`config.mk`:
```
export PLATFORM = sky130hd
export DESIGN_NAME = bin_timer
export DESIGN_NICKNAME = d
export VERILOG_FILES = /design/src/rtl/bin_timer.sv
export SDC_FILE = /design/constraint.sdc
export NUM_CORES = 1
export LEC_CHECK = 0
export ABC_AREA = 1
export CORE_MARGIN = 10
export CORE_UTILIZATION = 53
export DETAILED_ROUTE_END_ITERATION = 12
export GPL_TIMING_DRIVEN = 0
export HOLD_SLACK_MARGIN = 0.12
export PLACE_DENSITY = 0.75
export SYNTH_ARGS = -nofsm -noshare
export SYNTH_HDL_FRONTEND = slang
export SYNTH_SLANG_ARGS = --single-unit
```
`constraint.sdc`:
```
create_clock -name clk -period 1.4 [get_ports clk]
set_input_delay 0.21 -clock clk [delete_from_list [all_inputs] [get_ports clk]]
set_output_delay 0.21 -clock clk [all_outputs]
set_load 0.02 [all_outputs]
```
`src/rtl/bin_timer.sv`:
```
module bin_timer #(
  parameter int W      = 16,
  parameter int STG_00 = 13,
  parameter int STG_01 = 10,
  parameter int STG_10 = 8,
  parameter int STG_11 = 16
) (
  input  logic       clk,
  input  logic       por,
  input  logic       auto_off,
  input  logic       mreset,
  input  logic       cnt_en,
  input  logic [1:0] stage_sel,
  input  logic       recycle,
  input  logic       invert,
  output logic       tmr_out
);
  localparam int IW = (W > 1) ? $clog2(W) : 1;
  localparam logic [IW-1:0] B00 = IW'(STG_00 - 1);
  localparam logic [IW-1:0] B01 = IW'(STG_01 - 1);
  localparam logic [IW-1:0] B10 = IW'(STG_10 - 1);
  localparam logic [IW-1:0] B11 = IW'(STG_11 - 1);

  logic [W-1:0]  cnt;
  logic [W-1:0]  cnt_inc;
  logic [IW-1:0] bit_idx;
  logic          hold;
  logic          latch;
  logic          busy_rst;
  logic          adv;
  logic          tap_now;
  logic          tap_nxt;
  logic          tap_rise;

  assign busy_rst = por | mreset;
  assign adv      = cnt_en & ~hold & ~busy_rst;
  assign cnt_inc  = cnt + W'(1);

  always_comb begin
    case (stage_sel)
      2'b00:   bit_idx = B00;
      2'b01:   bit_idx = B01;
      2'b10:   bit_idx = B10;
      default: bit_idx = B11;
    endcase
  end

  assign tap_now  = cnt[bit_idx];
  assign tap_nxt  = cnt_inc[bit_idx];
  assign tap_rise = adv & ~tap_now & tap_nxt;

  always_ff @(posedge clk) begin
    if (busy_rst)  cnt <= '0;
    else if (adv)  cnt <= cnt_inc;
  end

  always_ff @(posedge clk) begin
    if (por)          hold <= auto_off;
    else if (mreset)  hold <= 1'b0;
  end

  always_ff @(posedge clk) begin
    if (busy_rst | recycle) latch <= 1'b0;
    else if (tap_rise)      latch <= 1'b1;
  end

  assign tmr_out = (recycle ? tap_now : latch) ^ invert;
endmodule

```
### Word level (Yosys, flattened, before mapping)

Index checks and enable logic that the tools add are counted.

| word-level totals | value |
|---|---|
| latch bits | 0 |
| input port bits | 9 |
| memories kept | 0 |
| bits in writable memories | 0 |
| bits in read-only memories | 0 |
| word-level logic and storage cells | 27 |
| register bits | 18 |
| output and inout bits | 1 |

| cells by class | value |
|---|---|
| equality and inequality tests | 2 |
| add/sub/neg operators | 1 |
| reduce and logical (&&, ||, !) cells | 2 |
| div/mod/pow operators | 0 |
| magnitude comparators | 1 |
| bitwise gates (word level) | 10 |
| $mul | 0 |
| muxes and demuxes | 8 |
| shift operators | 0 |

Operators with widths:

| cell | count |
|---|---|
| $add A16 B1 Y16 const B | 1 |
| $pmux W4 S3 | 1 |
| $bmux W1 S4 | 2 |
| $lt A4 B5 Y1 const B | 1 |
| $mux W1 | 5 |
| $and A1 B1 Y1 | 4 |
| $not A1 Y1 | 3 |
| $eq A2 B1 Y1 const B | 1 |
| $eq A2 B2 Y1 const B | 1 |
| $logic_not A2 Y1 | 1 |
| $or A1 B1 Y1 | 2 |
| $reduce_bool A2 Y1 | 1 |
| $xor A1 B1 Y1 | 1 |

### Depth between registers and ports, before layout

| logic depth | value |
|---|---|
| depth after elaboration | 7 |
| gate-level depth with buffers | 10 |

### Worst setup path before layout

No wires, ideal clock.

| path | value |
|---|---|
| kind | register -> output |
| from | register cnt[15] |
| to | output port tmr_out |
| arrival | 1.111 ns |
| setup slack | 0.079 ns |
| cell stages (with the launch flop) | 7 |
| path through | dfxtp_1 > inv_1 > o21ai_0 > a31oi_1 > nand2_1 > o21ai_1 > xnor2_1 |

| on the way | value |
|---|---|
| cells in the longest elaborated chain, start to end | 4 |

Ends and longest elaborated chain:

| what | RTL line | source |
|---|---|---|
| start: declaration | 24 | `logic [W-1:0] cnt;` |
| start signal: assignment | 54 | `else if (adv) cnt <= cnt_inc;` |
| $bmux W1 S4 | 48 | `assign tap_now = cnt[bit_idx];` |
| $mux W1 (implied by the code) | 48 |  |
| $mux W1 | 67 | `assign tmr_out = (recycle ? tap_now : latch) ^ invert;` |
| $xor A1 B1 Y1 | 67 |  |
| end: declaration | 16 | `output logic tmr_out` |

Every way passes these cells. The select of a mux whose other input is x is not followed.

### Final worst setup path

Same ends and word-level chain as after synthesis.

==> impl_metrics.toml <==
[run_status]
status = "complete, but fails checks"
violations = "negative setup slack"

[die]
core_area_um2 = 1940
fp-row-count = 16
dieArea_um2 = 4220
die_h_um = 65.0
die_x_um = 65.0
start_util_pct = 55.2
pin_count = 10

[sta]
fin_crit_sh_pct = 114
min_period_ps = 1600
rsz0062_at_grt = "yes"
fmax_mhz = 625
tightest_slew_ps = 379
maxSlewHeadroom_pct = 74.7
maxSlewViolCount = 0
clock_skew_ps = 2.58
setup_ws_ps = -199
setup_viol = 1
final_hold_viol_count = 0

[pwr]
power_density_nw_per_um2 = 696
finalPower_mw = 0.972
p_leak_nw = 0.543
peakVddDrop_uv = 517

[route]
avgViaCountPerCell = 5.35
first_iter_violations = 46
dr_total_vias = 1123
drc_errors = 0
antenna_left = 0
wirelength_um = 2760
drt_pass1_iterations = 4
wl_per_cell_um = 13.1

[clock_network]
cts_tree = "yes"
clkLatencyLatePin_ps = 290
cts.htree.levels = 1
cts_root_buf = "clkbuf_4"
cts_made_buffers = 3
cts.sinks = 18
clockBufferDepth = 2
clk_pin_slew_ps = 100

[logic_synthesis]
synth_cell_types = 30
ys_ff_latch = 18
yosysWarnings = 0
synth_fp_nets = 169
avgSynthCellArea_um2 = 6.74
seq_area_frac_synth_pct = 34.6
syn_inst = 159
synth_area_um2 = 1070

[setup_path]
r2r-end = "latch"
required_ps = 1190
arrival_ps = 1390
crit_path_end = "tmr_out"
rrSetupSlack_ps = 30
reg2reg_depth = 9
critPathCaptureType = "primary output"
critical_path_class = "flop to primary output"
cp_max_fo = 2
worstReg2RegStart = "cnt[1]"
cp-start-kind = "flop"
startpoint = "cnt[15]"

[placement]
io_buffers = 9
dpl.hpwl_um = 1860
place_congestion = 0.888
place_ws_ps = -922

[finish]
layout-drive-gt1-share_pct = 34.4
diodes = 0
layout_commonest_cell = "nand2_1"
fin_nets = 194
area.growth.synth_to_final_pct = 30.4
final_cell_mix = "nand2_1 (23), inv_1 (22), buf_4 (13)"

[global_route]
grt_overflow = 0
grt_antenna_before_repair = 0
track_usage_pct = 13.7
grt_pass1_wl_um = 4620
grt_pass1_vias = 1074
grt_max_degree = 11

[hold_path]
hp-class = "flop to flop"

[job]
cap_violations = 0
[metal layers]
metal | global-route usage, % | wire length (µm)
met1 | 15.0 | 1130
met2 | 23.0 | 1420
met3 | 4.81 | 173
met4 | 6.95 | 29
met5 | 0 | 0
[through the flow]
stage	instance area, µm²	hold slack, ps	instances	TNS (ps)	utilization (%)
6_report	1400	495	210	-199	71.9
5_1_grt	1400	520	210	-430	71.9
4_1_cts	1270	469	203	-241	65.3
3_5_place_dp	1190	453	195	-5160	61.5
3_3_place_gp	1190	447	195	-4380	61.5
2_1_floorplan	1070	373	159	0	-
[power by group]
group          total, mW  internal, mW  switching, mW
sequential         0.539         0.529         0.0100
clock              0.272         0.111          0.161
combinational      0.161        0.0758         0.0852
total              0.972         0.716          0.256
[synth_stat cells, drive strengths merged]
master | number | area (µm²)
a211oi | 2 | 20.0
a21oi | 11 | 58.8
a31oi | 1 | 6.26
buf | 1 | 7.51
clkinv | 2 | 8.75
dfxtp | 17 | 340
edfxtp | 1 | 30.0
ha | 1 | 12.5
inv | 28 | 105
nand2 | 32 | 133
nand3 | 13 | 70.1
nand4 | 2 | 12.5
nor2 | 23 | 119
nor3 | 6 | 30.0
o211ai | 3 | 22.5
o21a | 1 | 7.51
o21ai | 11 | 55.1
or2 | 1 | 6.26
xnor2 | 1 | 8.76
xor2 | 2 | 17.5
[worst min path at each step]
stage,startpoint,endpoint,slack (ps),cells past startpoint
after global placement,latch,latch,450,2
after global routing,latch,latch,520,2
after CTS,stage_sel[0],latch,470,6
final,latch,latch,490,2
after detailed placement,latch,latch,450,2
after floorplan,recycle,latch,370,2
[kinds of logic (layout without fill, tap and decap cells)]
family          after synthesis  in the layout  synth area share [%]
buf+inv                      31             55                  11.3
simple gates                 77             77                  34.6
fa+ha+maj                     1              1                  1.17
xor+xnor                      3              3                  2.45
compound gates               29             29                  15.9
flops                        18             18                  34.6
[state kept, by name (all words and copies together) (netlist names)]
register / cells
latch: 1
hold: 1
cnt: 16
[worst max-delay path, stage by stage, from the launching register on]
cell	delay [ps]
dfxtp_2	350
inv_2	40
o21ai_2	140
a31oi_4	110
nand2_2	70
o21ai_2	60
xnor2_1	160
buf_4	170
[layout make-up]
class / count / area [µm²]
clock buffer: 4 / 26.3
tap: 27 / 33.8
fill: 163 / 546
multi-input combinational: 110 / 666
timing repair buffer: 20 / 168
sequential: 18 / 382
inverter: 30 / 114
buffer: 1 / 7.51
[what timing repair did]
action | CTS | global route
hold buffers | 0 | 0
endpoints found under the hold margin | 0 | 0
resized for setup | 21 | 22
setup buffers | 4 | 7
endpoints found under the setup margin | 4 | 8
pin swaps | 6 | 9
(Power assumes the default switching activity.)
